[config.mk]
export PLATFORM = sky130hd
export DESIGN_NAME = sprite_line_engine
export DESIGN_NICKNAME = d
export VERILOG_FILES = /design/src/rtl/sle_pkg.sv /design/src/rtl/sle_row_store.sv /design/src/rtl/sle_palette.sv /design/src/rtl/sle_pixel_pick.sv /design/src/rtl/sprite_line_engine.sv
export SDC_FILE = /design/constraint.sdc
export NUM_CORES = 2
export LEC_CHECK = 0
export BUFFER_PORTS_ARGS = -buffer_cell sky130_fd_sc_hd__buf_4
export CORE_MARGIN = 3
export CORE_UTILIZATION = 50
export DETAILED_ROUTE_END_ITERATION = 8
export PLACE_DENSITY_LB_ADDON = 0.25
export SYNTH_ARGS = -nofsm -noshare
export SYNTH_HDL_FRONTEND = slang
export SYNTH_HIERARCHICAL = 1
export SYNTH_SLANG_ARGS = --single-unit
[constraint.sdc]
create_clock -name clk -period 5.15 [get_ports clk]
set_input_delay 0.515 -clock clk [delete_from_list [all_inputs] [get_ports clk]]
set_output_delay 0.515 -clock clk [all_outputs]
set_load 0.01 [all_outputs]
[src/rtl/sle_pkg.sv]
package sle_pkg;
    localparam int ROW_BITS = 64;
    localparam int ROW_PIX  = 32;

    typedef enum logic [1:0] {
        S_BLANK = 2'd0,
        S_WAIT  = 2'd1,
        S_SHOW  = 2'd2
    } line_state_t;
endpackage

[src/rtl/sle_row_store.sv]
module sle_row_store #(
    parameter int NSPR = 4,
    parameter int SW   = 2
) (
    input  logic                                  clk,
    input  logic                                  rst_n,
    input  logic                                  ld_valid,
    input  logic [SW-1:0]                         ld_sel,
    input  logic [sle_pkg::ROW_BITS-1:0]          ld_word,
    input  logic                                  xfer,
    output logic [NSPR-1:0][sle_pkg::ROW_BITS-1:0] disp_row
);
    logic [NSPR-1:0][sle_pkg::ROW_BITS-1:0] pend_row;
    logic [NSPR-1:0]                        pend_v;

    for (genvar i = 0; i < NSPR; i++) begin : g_spr
        logic hit_ld;
        assign hit_ld = ld_valid && (ld_sel == SW'(i));

        always_ff @(posedge clk) begin
            if (!rst_n) begin
                pend_row[i] <= '0;
                pend_v[i]   <= 1'b0;
                disp_row[i] <= '0;
            end else begin
                if (xfer)
                    disp_row[i] <= pend_v[i] ? pend_row[i] : '0;
                if (hit_ld) begin
                    pend_row[i] <= ld_word;
                    pend_v[i]   <= 1'b1;
                end else if (xfer) begin
                    pend_v[i]   <= 1'b0;
                end
            end
        end

        AST_XFER_COPY: assert property (@(posedge clk) disable iff (!rst_n)
            xfer |=> disp_row[i] == ($past(pend_v[i]) ? $past(pend_row[i]) : '0));
        AST_HOLD_ROW: assert property (@(posedge clk) disable iff (!rst_n)
            !xfer |=> $stable(disp_row[i]));
    end
endmodule

[src/rtl/sle_palette.sv]
module sle_palette #(
    parameter int NSPR = 4,
    parameter int SW   = 2,
    parameter int CW   = 12
) (
    input  logic                          clk,
    input  logic                          rst_n,
    input  logic                          pal_we,
    input  logic [SW-1:0]                 pal_sel,
    input  logic [1:0]                    pal_slot,
    input  logic [CW-1:0]                 pal_data,
    input  logic                          pal16_we,
    input  logic [3:0]                    pal16_idx,
    input  logic [CW-1:0]                 pal16_data,
    output logic [NSPR-1:0][2:0][CW-1:0]  spr_pal,
    output logic [15:0][CW-1:0]           pal16
);
    for (genvar i = 0; i < NSPR; i++) begin : g_spr
        for (genvar c = 1; c < 4; c++) begin : g_slot
            always_ff @(posedge clk) begin
                if (!rst_n)
                    spr_pal[i][c-1] <= '0;
                else if (pal_we && pal_sel == SW'(i) && pal_slot == 2'(c))
                    spr_pal[i][c-1] <= pal_data;
            end
        end
    end

    for (genvar e = 0; e < 16; e++) begin : g_shared
        always_ff @(posedge clk) begin
            if (!rst_n)
                pal16[e] <= '0;
            else if (pal16_we && pal16_idx == 4'(e))
                pal16[e] <= pal16_data;
        end
    end
endmodule

[src/rtl/sle_pixel_pick.sv]
module sle_pixel_pick #(
    parameter int NSPR = 4,
    parameter int XW   = 11,
    parameter int CW   = 12
) (
    input  logic [XW-1:0]                           beam_x,
    input  logic [NSPR-1:0][XW-1:0]                 pos_x,
    input  logic [NSPR-1:0][sle_pkg::ROW_BITS-1:0]  disp_row,
    input  logic [NSPR/2-1:0]                       link_en,
    input  logic [NSPR-1:0][2:0][CW-1:0]            spr_pal,
    input  logic [15:0][CW-1:0]                     pal16,
    output logic                                    hit,
    output logic [CW-1:0]                           color
);
    localparam int NPAIR = NSPR / 2;

    logic [NSPR-1:0][1:0] code;
    logic [NSPR-1:0][1:0] pair_hi;
    logic [NPAIR-1:0][3:0] pidx;

    for (genvar i = 0; i < NSPR; i++) begin : g_win
        logic [XW-1:0] off;
        logic          inwin;
        assign off   = beam_x - pos_x[i];
        assign inwin = (beam_x >= pos_x[i]) && (off < XW'(sle_pkg::ROW_PIX));
        assign code[i] = inwin ? disp_row[i][{off[4:0], 1'b0} +: 2] : 2'b00;
        if (i % 2 == 0 && i + 1 < NSPR) begin : g_pair
            assign pair_hi[i]   = inwin ? disp_row[i+1][{off[4:0], 1'b0} +: 2] : 2'b00;
            assign pidx[i/2]    = {pair_hi[i], code[i]};
        end else begin : g_nopair
            assign pair_hi[i] = 2'b00;
        end
    end

    always_comb begin
        hit   = 1'b0;
        color = '0;
        for (int i = NSPR - 1; i >= 0; i--) begin
            if (i / 2 < NPAIR && link_en[i/2]) begin
                if (i % 2 == 0 && pidx[i/2] != 4'd0) begin
                    hit   = 1'b1;
                    color = pal16[pidx[i/2]];
                end
            end else if (code[i] != 2'b00) begin
                hit   = 1'b1;
                color = spr_pal[i][code[i] - 2'd1];
            end
        end
    end
endmodule

[src/rtl/sprite_line_engine.sv]
module sprite_line_engine #(
    parameter int NSPR = 4,
    parameter int XW   = 11,
    parameter int CW   = 12,
    parameter int SW   = (NSPR > 1) ? $clog2(NSPR) : 1
) (
    input  logic                 clk,
    input  logic                 rst_n,
    input  logic                 ld_valid,
    input  logic [SW-1:0]        ld_sel,
    input  logic [63:0]          ld_word,
    input  logic                 pos_we,
    input  logic [SW-1:0]        pos_sel,
    input  logic [XW-1:0]        pos_x_in,
    input  logic                 pal_we,
    input  logic [SW-1:0]        pal_sel,
    input  logic [1:0]           pal_slot,
    input  logic [CW-1:0]        pal_data,
    input  logic                 pal16_we,
    input  logic [3:0]           pal16_idx,
    input  logic [CW-1:0]        pal16_data,
    input  logic [NSPR/2-1:0]    link_en,
    input  logic                 line_start,
    input  logic                 active,
    input  logic [XW-1:0]        beam_x,
    output logic                 pix_valid,
    output logic [CW-1:0]        pix_out
);
    import sle_pkg::*;

    line_state_t state_q, state_d;
    logic                            xfer;
    logic [NSPR-1:0][XW-1:0]         pos_x;
    logic [NSPR-1:0][ROW_BITS-1:0]   disp_row;
    logic [NSPR-1:0][2:0][CW-1:0]    spr_pal;
    logic [15:0][CW-1:0]             pal16;
    logic                            hit;
    logic [CW-1:0]                   color;

    assign xfer = line_start && (state_q == S_BLANK);

    // state register
    always_ff @(posedge clk) begin
        if (!rst_n) state_q <= S_BLANK;
        else        state_q <= state_d;
    end

    // transitions: BLANK_TO_WAIT, WAIT_TO_SHOW, SHOW_TO_BLANK
    always_comb begin
        state_d = state_q;
        unique case (state_q)
            S_BLANK: if (line_start) state_d = S_WAIT;
            S_WAIT:  if (active)     state_d = S_SHOW;
            S_SHOW:  if (!active)    state_d = S_BLANK;
            default:                 state_d = S_BLANK;
        endcase
    end

    // outputs
    always_ff @(posedge clk) begin
        if (!rst_n) begin
            pix_valid <= 1'b0;
            pix_out   <= '0;
        end else if (active && state_q != S_BLANK && hit) begin
            pix_valid <= 1'b1;
            pix_out   <= color;
        end else begin
            pix_valid <= 1'b0;
            pix_out   <= '0;
        end
    end

    for (genvar i = 0; i < NSPR; i++) begin : g_pos
        always_ff @(posedge clk) begin
            if (!rst_n)                         pos_x[i] <= '0;
            else if (pos_we && pos_sel == SW'(i)) pos_x[i] <= pos_x_in;
        end
    end

    sle_row_store #(.NSPR(NSPR), .SW(SW)) u_rows (
        .clk(clk), .rst_n(rst_n), .ld_valid(ld_valid), .ld_sel(ld_sel),
        .ld_word(ld_word), .xfer(xfer), .disp_row(disp_row)
    );

    sle_palette #(.NSPR(NSPR), .SW(SW), .CW(CW)) u_pal (
        .clk(clk), .rst_n(rst_n), .pal_we(pal_we), .pal_sel(pal_sel),
        .pal_slot(pal_slot), .pal_data(pal_data), .pal16_we(pal16_we),
        .pal16_idx(pal16_idx), .pal16_data(pal16_data),
        .spr_pal(spr_pal), .pal16(pal16)
    );

    sle_pixel_pick #(.NSPR(NSPR), .XW(XW), .CW(CW)) u_pick (
        .beam_x(beam_x), .pos_x(pos_x), .disp_row(disp_row), .link_en(link_en),
        .spr_pal(spr_pal), .pal16(pal16), .hit(hit), .color(color)
    );

    AST_VALID_NEEDS_ACTIVE: assert property (@(posedge clk) disable iff (!rst_n)
        pix_valid |-> $past(active));
    AST_DARK_WHEN_INVALID: assert property (@(posedge clk) disable iff (!rst_n)
        !pix_valid |-> pix_out == '0);
    AST_BLANK_TO_WAIT: assert property (@(posedge clk) disable iff (!rst_n)
        (state_q == S_BLANK && line_start) |=> state_q == S_WAIT);
    AST_SHOW_TO_BLANK: assert property (@(posedge clk) disable iff (!rst_n)
        (state_q == S_SHOW && !active) |=> (state_q == S_BLANK && !pix_valid));
    AST_BLANK_DARK: assert property (@(posedge clk) disable iff (!rst_n)
        (state_q == S_BLANK) |=> !pix_valid);
endmodule

==> flow_metrics.tcl <==
set metrics [dict create \
    run_status "finished, final reports clean" \
    clockRootBuffer "clkbuf_16" \
    syn_nets 4976 \
    place_congestion 0.975 \
    rsz0062_at_grt "no" \
    cts.sinks 911 \
    ys_async_sr_fraction_pct 0 \
    die_y_um 306 \
    dp_hpwl_um 94100 \
    clk_pin_slew_ns 0.06 \
    synthDominantCellAreaShare_pct 40.4 \
    p_comb_share_pct 9.8 \
    max-cap-violations 0 \
    routed_wl_um 137000 \
    fin_crit_sh_pct 99.5 \
    area_delta_synth_final_pct 13.1 \
    grt_pass1_wl_um 210000 \
    ys_warn_count 6 \
    core-area_sq_um 88900 \
    antenna_found_initial 2 \
    clockPowerShare_pct 45.7 \
    cts_resized 0 \
    grtUsageTotal_pct 28.6 \
    yosysSeqAreaShare_pct 40.4 \
    fp.dieArea_sq_um 93800 \
    min_path_type "in2reg" \
    slew_viol_final 0 \
    worst_pin_slew_ns 1.18 \
    drtIter0Drc 3696 \
    grt.busiest_layer "met2" \
    firstDrtPassIters 8 \
    use_met3_pct 4.49 \
    yosysTopAreaCell "dfxtp_1" \
    grt_pass1_vias 34500 \
    pre_cts_ws_ns -0.303 \
    synth_area_per_cell_sq_um 9.41 \
    drive_gt1_share_pct 14.0 \
    p_leak_nw 19.9 \
    grtUsageMet1_pct 39.7 \
    powerDensity_nw_per_um2 320 \
    io_buffer_count 144 \
    rows 109 \
    finalSetupViolCount 0 \
    antenna_left 0 \
    vias 36100 \
    p_sw_mw 4.09 \
    skew_ns 0.0400 \
    grt_util_met2_pct 45.7 \
    period_minus_slack_ns 5.13 \
    p_seq_share_pct 44.5 \
    numCtsBuffers 98 \
    instances_no_fill 6101 \
    yosysMostFrequentCell "dfxtp_1" \
    synth_commonest_cells "911 x dfxtp_1, 893 x nand2_1, 780 x mux2i_1" \
    cp-end-kind "register" \
    critPathLaunchType "register" \
    yosysUniqueCellTypes 96 \
    n_fill_cell 7743 \
    initial_core_util_pct 50.7 \
    vdd_drop_max_mv 0.235 \
    cp.required_ns 5.77 \
    htree_levels 3 \
    dpl-instance-area_sq_um 47600 \
    cts_hold_buf 0 \
    arrival_ns 5.75 \
    synth_seq_cells 911 \
    clk_latency_ns 0.68 \
    critPathMaxFanout 13 \
    drc_errors 0 \
    postCtsSetupBuffers 0 \
    clockBufferDepth 3 \
    die_x_um 306 \
    fin_nets 5041 \
    avgViaCountPerCell 5.92 \
    grt_max_degree 172 \
    synthFlopType "dfxtp_1" \
    synth_cells 4792 \
    critPathKind "reg2reg" \
    grt_overflow 0 \
    io_pins 145 \
    internal_power_mw 12.2 \
    cts_tree "done" \
    synth_enable_flop_cells 0 \
    synth.area.top_cells "dfxtp_1 40%, mux2i_1 17%, nand2_1 7.4%, mux4_2 5.1%, a21boi_0 4.3%" \
    final.setup.tns_ns 0 \
    fin_ws_ns 0.0234 \
    sw_frac_of_total_pct 25.1 \
    final_hold_viol_count 0 \
    wl_per_cell_um 22.5 \
    syn_area_sq_um 45100 \
    fmax_mhz 195 \
    fin_area_sq_um 51000 \
    placedCellCount 5922 \
    max_slew_margin_pct 20.8 \
]
## cell families after synthesis
family                     after synthesis  synth area share (%)
xor gates and xnor gates                23                 0.497
and+or+nand+nor                       1752                  18.1
AOI/OAI and AO/OA                      671                  10.9
muxes                                  915                  23.3
buffers and inverters                  468                  5.19
adders and majority gates               52                  1.51
DFF                                    911                  40.4
## registers in the layout, indices dropped and copies added (netlist names)
| signal | cells |
|---|---|
| u_pal/spr_pal | 144 |
| u_rows/disp_row | 256 |
| u_pal/pal16 | 192 |
| u_rows/pend_row | 256 |
| u_rows/pend_v | 4 |
| pix_out | 12 |
| state_q | 2 |
| pos_x | 44 |
| pix_valid | 1 |
## worst paths after layout
kind | startpoint | to | slack, ns | depth (start not counted)
setup / recovery | pos_x[0] | pix_out[1] | 0.02 | 16
hold / removal | ld_word[13] | u_rows/pend_row[77] | 0.17 | 3
setup reg to reg | pos_x[0] | pix_out[1] | 0.02 | 16
hold reg to reg | u_pal/spr_pal[142] | u_pal/spr_pal[142] | 0.46 | 2
## cells in the final DEF (no fill, tap or decap), types with 21 or more instances in the layout
cell type / count
nor2_1: 106
mux4_2: 103
clkbuf_1: 21
mux2_2: 31
a21boi_0: 257
nand2_1: 893
nor3_1: 24
inv_1: 71
a21oi_1: 86
a221oi_1: 21
mux2i_1: 779
and3_1: 30
a211oi_1: 24
ha_1: 45
nand3_1: 300
nand2b_1: 285
dfxtp_1: 907
buf_12: 24
a31oi_1: 36
buf_4: 334
clkbuf_16: 98
o21ai_0: 45
## layout make-up
cell class,count,area [sq um],share of cell area (%)
clock inverter,45,704,1.38
sequential,911,18300,35.8
timing repair buffer,359,3000,5.89
antenna,2,5.00,0.00982
tap,1165,1460,2.86
inverter,74,278,0.545
clock buffer,132,2710,5.32
multi-input combinational,3413,24600,48.2
## worst max-delay path, stage by stage, from the launching register on
cell and delay (ns):
dfxtp_1 0.36, ha_2 0.18, inv_1 0.05, fa_2 0.60
buf_12 0.18, buf_4 0.23, mux4_2 0.31, mux2i_1 0.50
a22oi_1 0.27, and2_1 0.22, o21bai_1 0.25, a2111oi_0 0.24
a2111oi_0 0.94, a211oi_1 0.17, buf_4 0.20, nor4_1 0.21
and2_1 0.16
## metal layers
| metal | routed length [um] | vias to the layer above |
|---|---|---|
| met1 | 60900 | 17600 |
| met3 | 9590 | 238 |
| li1 | - | 17000 |
| met2 | 62800 | 1337 |
| met4 | 4110 | 2 |
| met5 | 11 | - |
## per-stage QoR
stage                     utilization, %  hold slack, ns  total power [mW]
after floorplan                        -           0.429              8.44
after global placement              53.5           0.438              8.97
after detailed placement            53.5           0.444              8.99
after CTS                           57.3           0.140              16.4
after global routing                57.3           0.168              16.8
final                               57.3           0.174              16.3
## power groups by stage
stage	combinational (mW)	sequential (mW)	clock (mW)
after global routing	1.70	7.28	7.84
after global placement	1.56	7.42	0
final	1.59	7.27	7.45
after floorplan	1.06	7.37	0
after detailed placement	1.57	7.42	0
after CTS	1.57	7.26	7.57
Power figures use the tool's default switching activity.
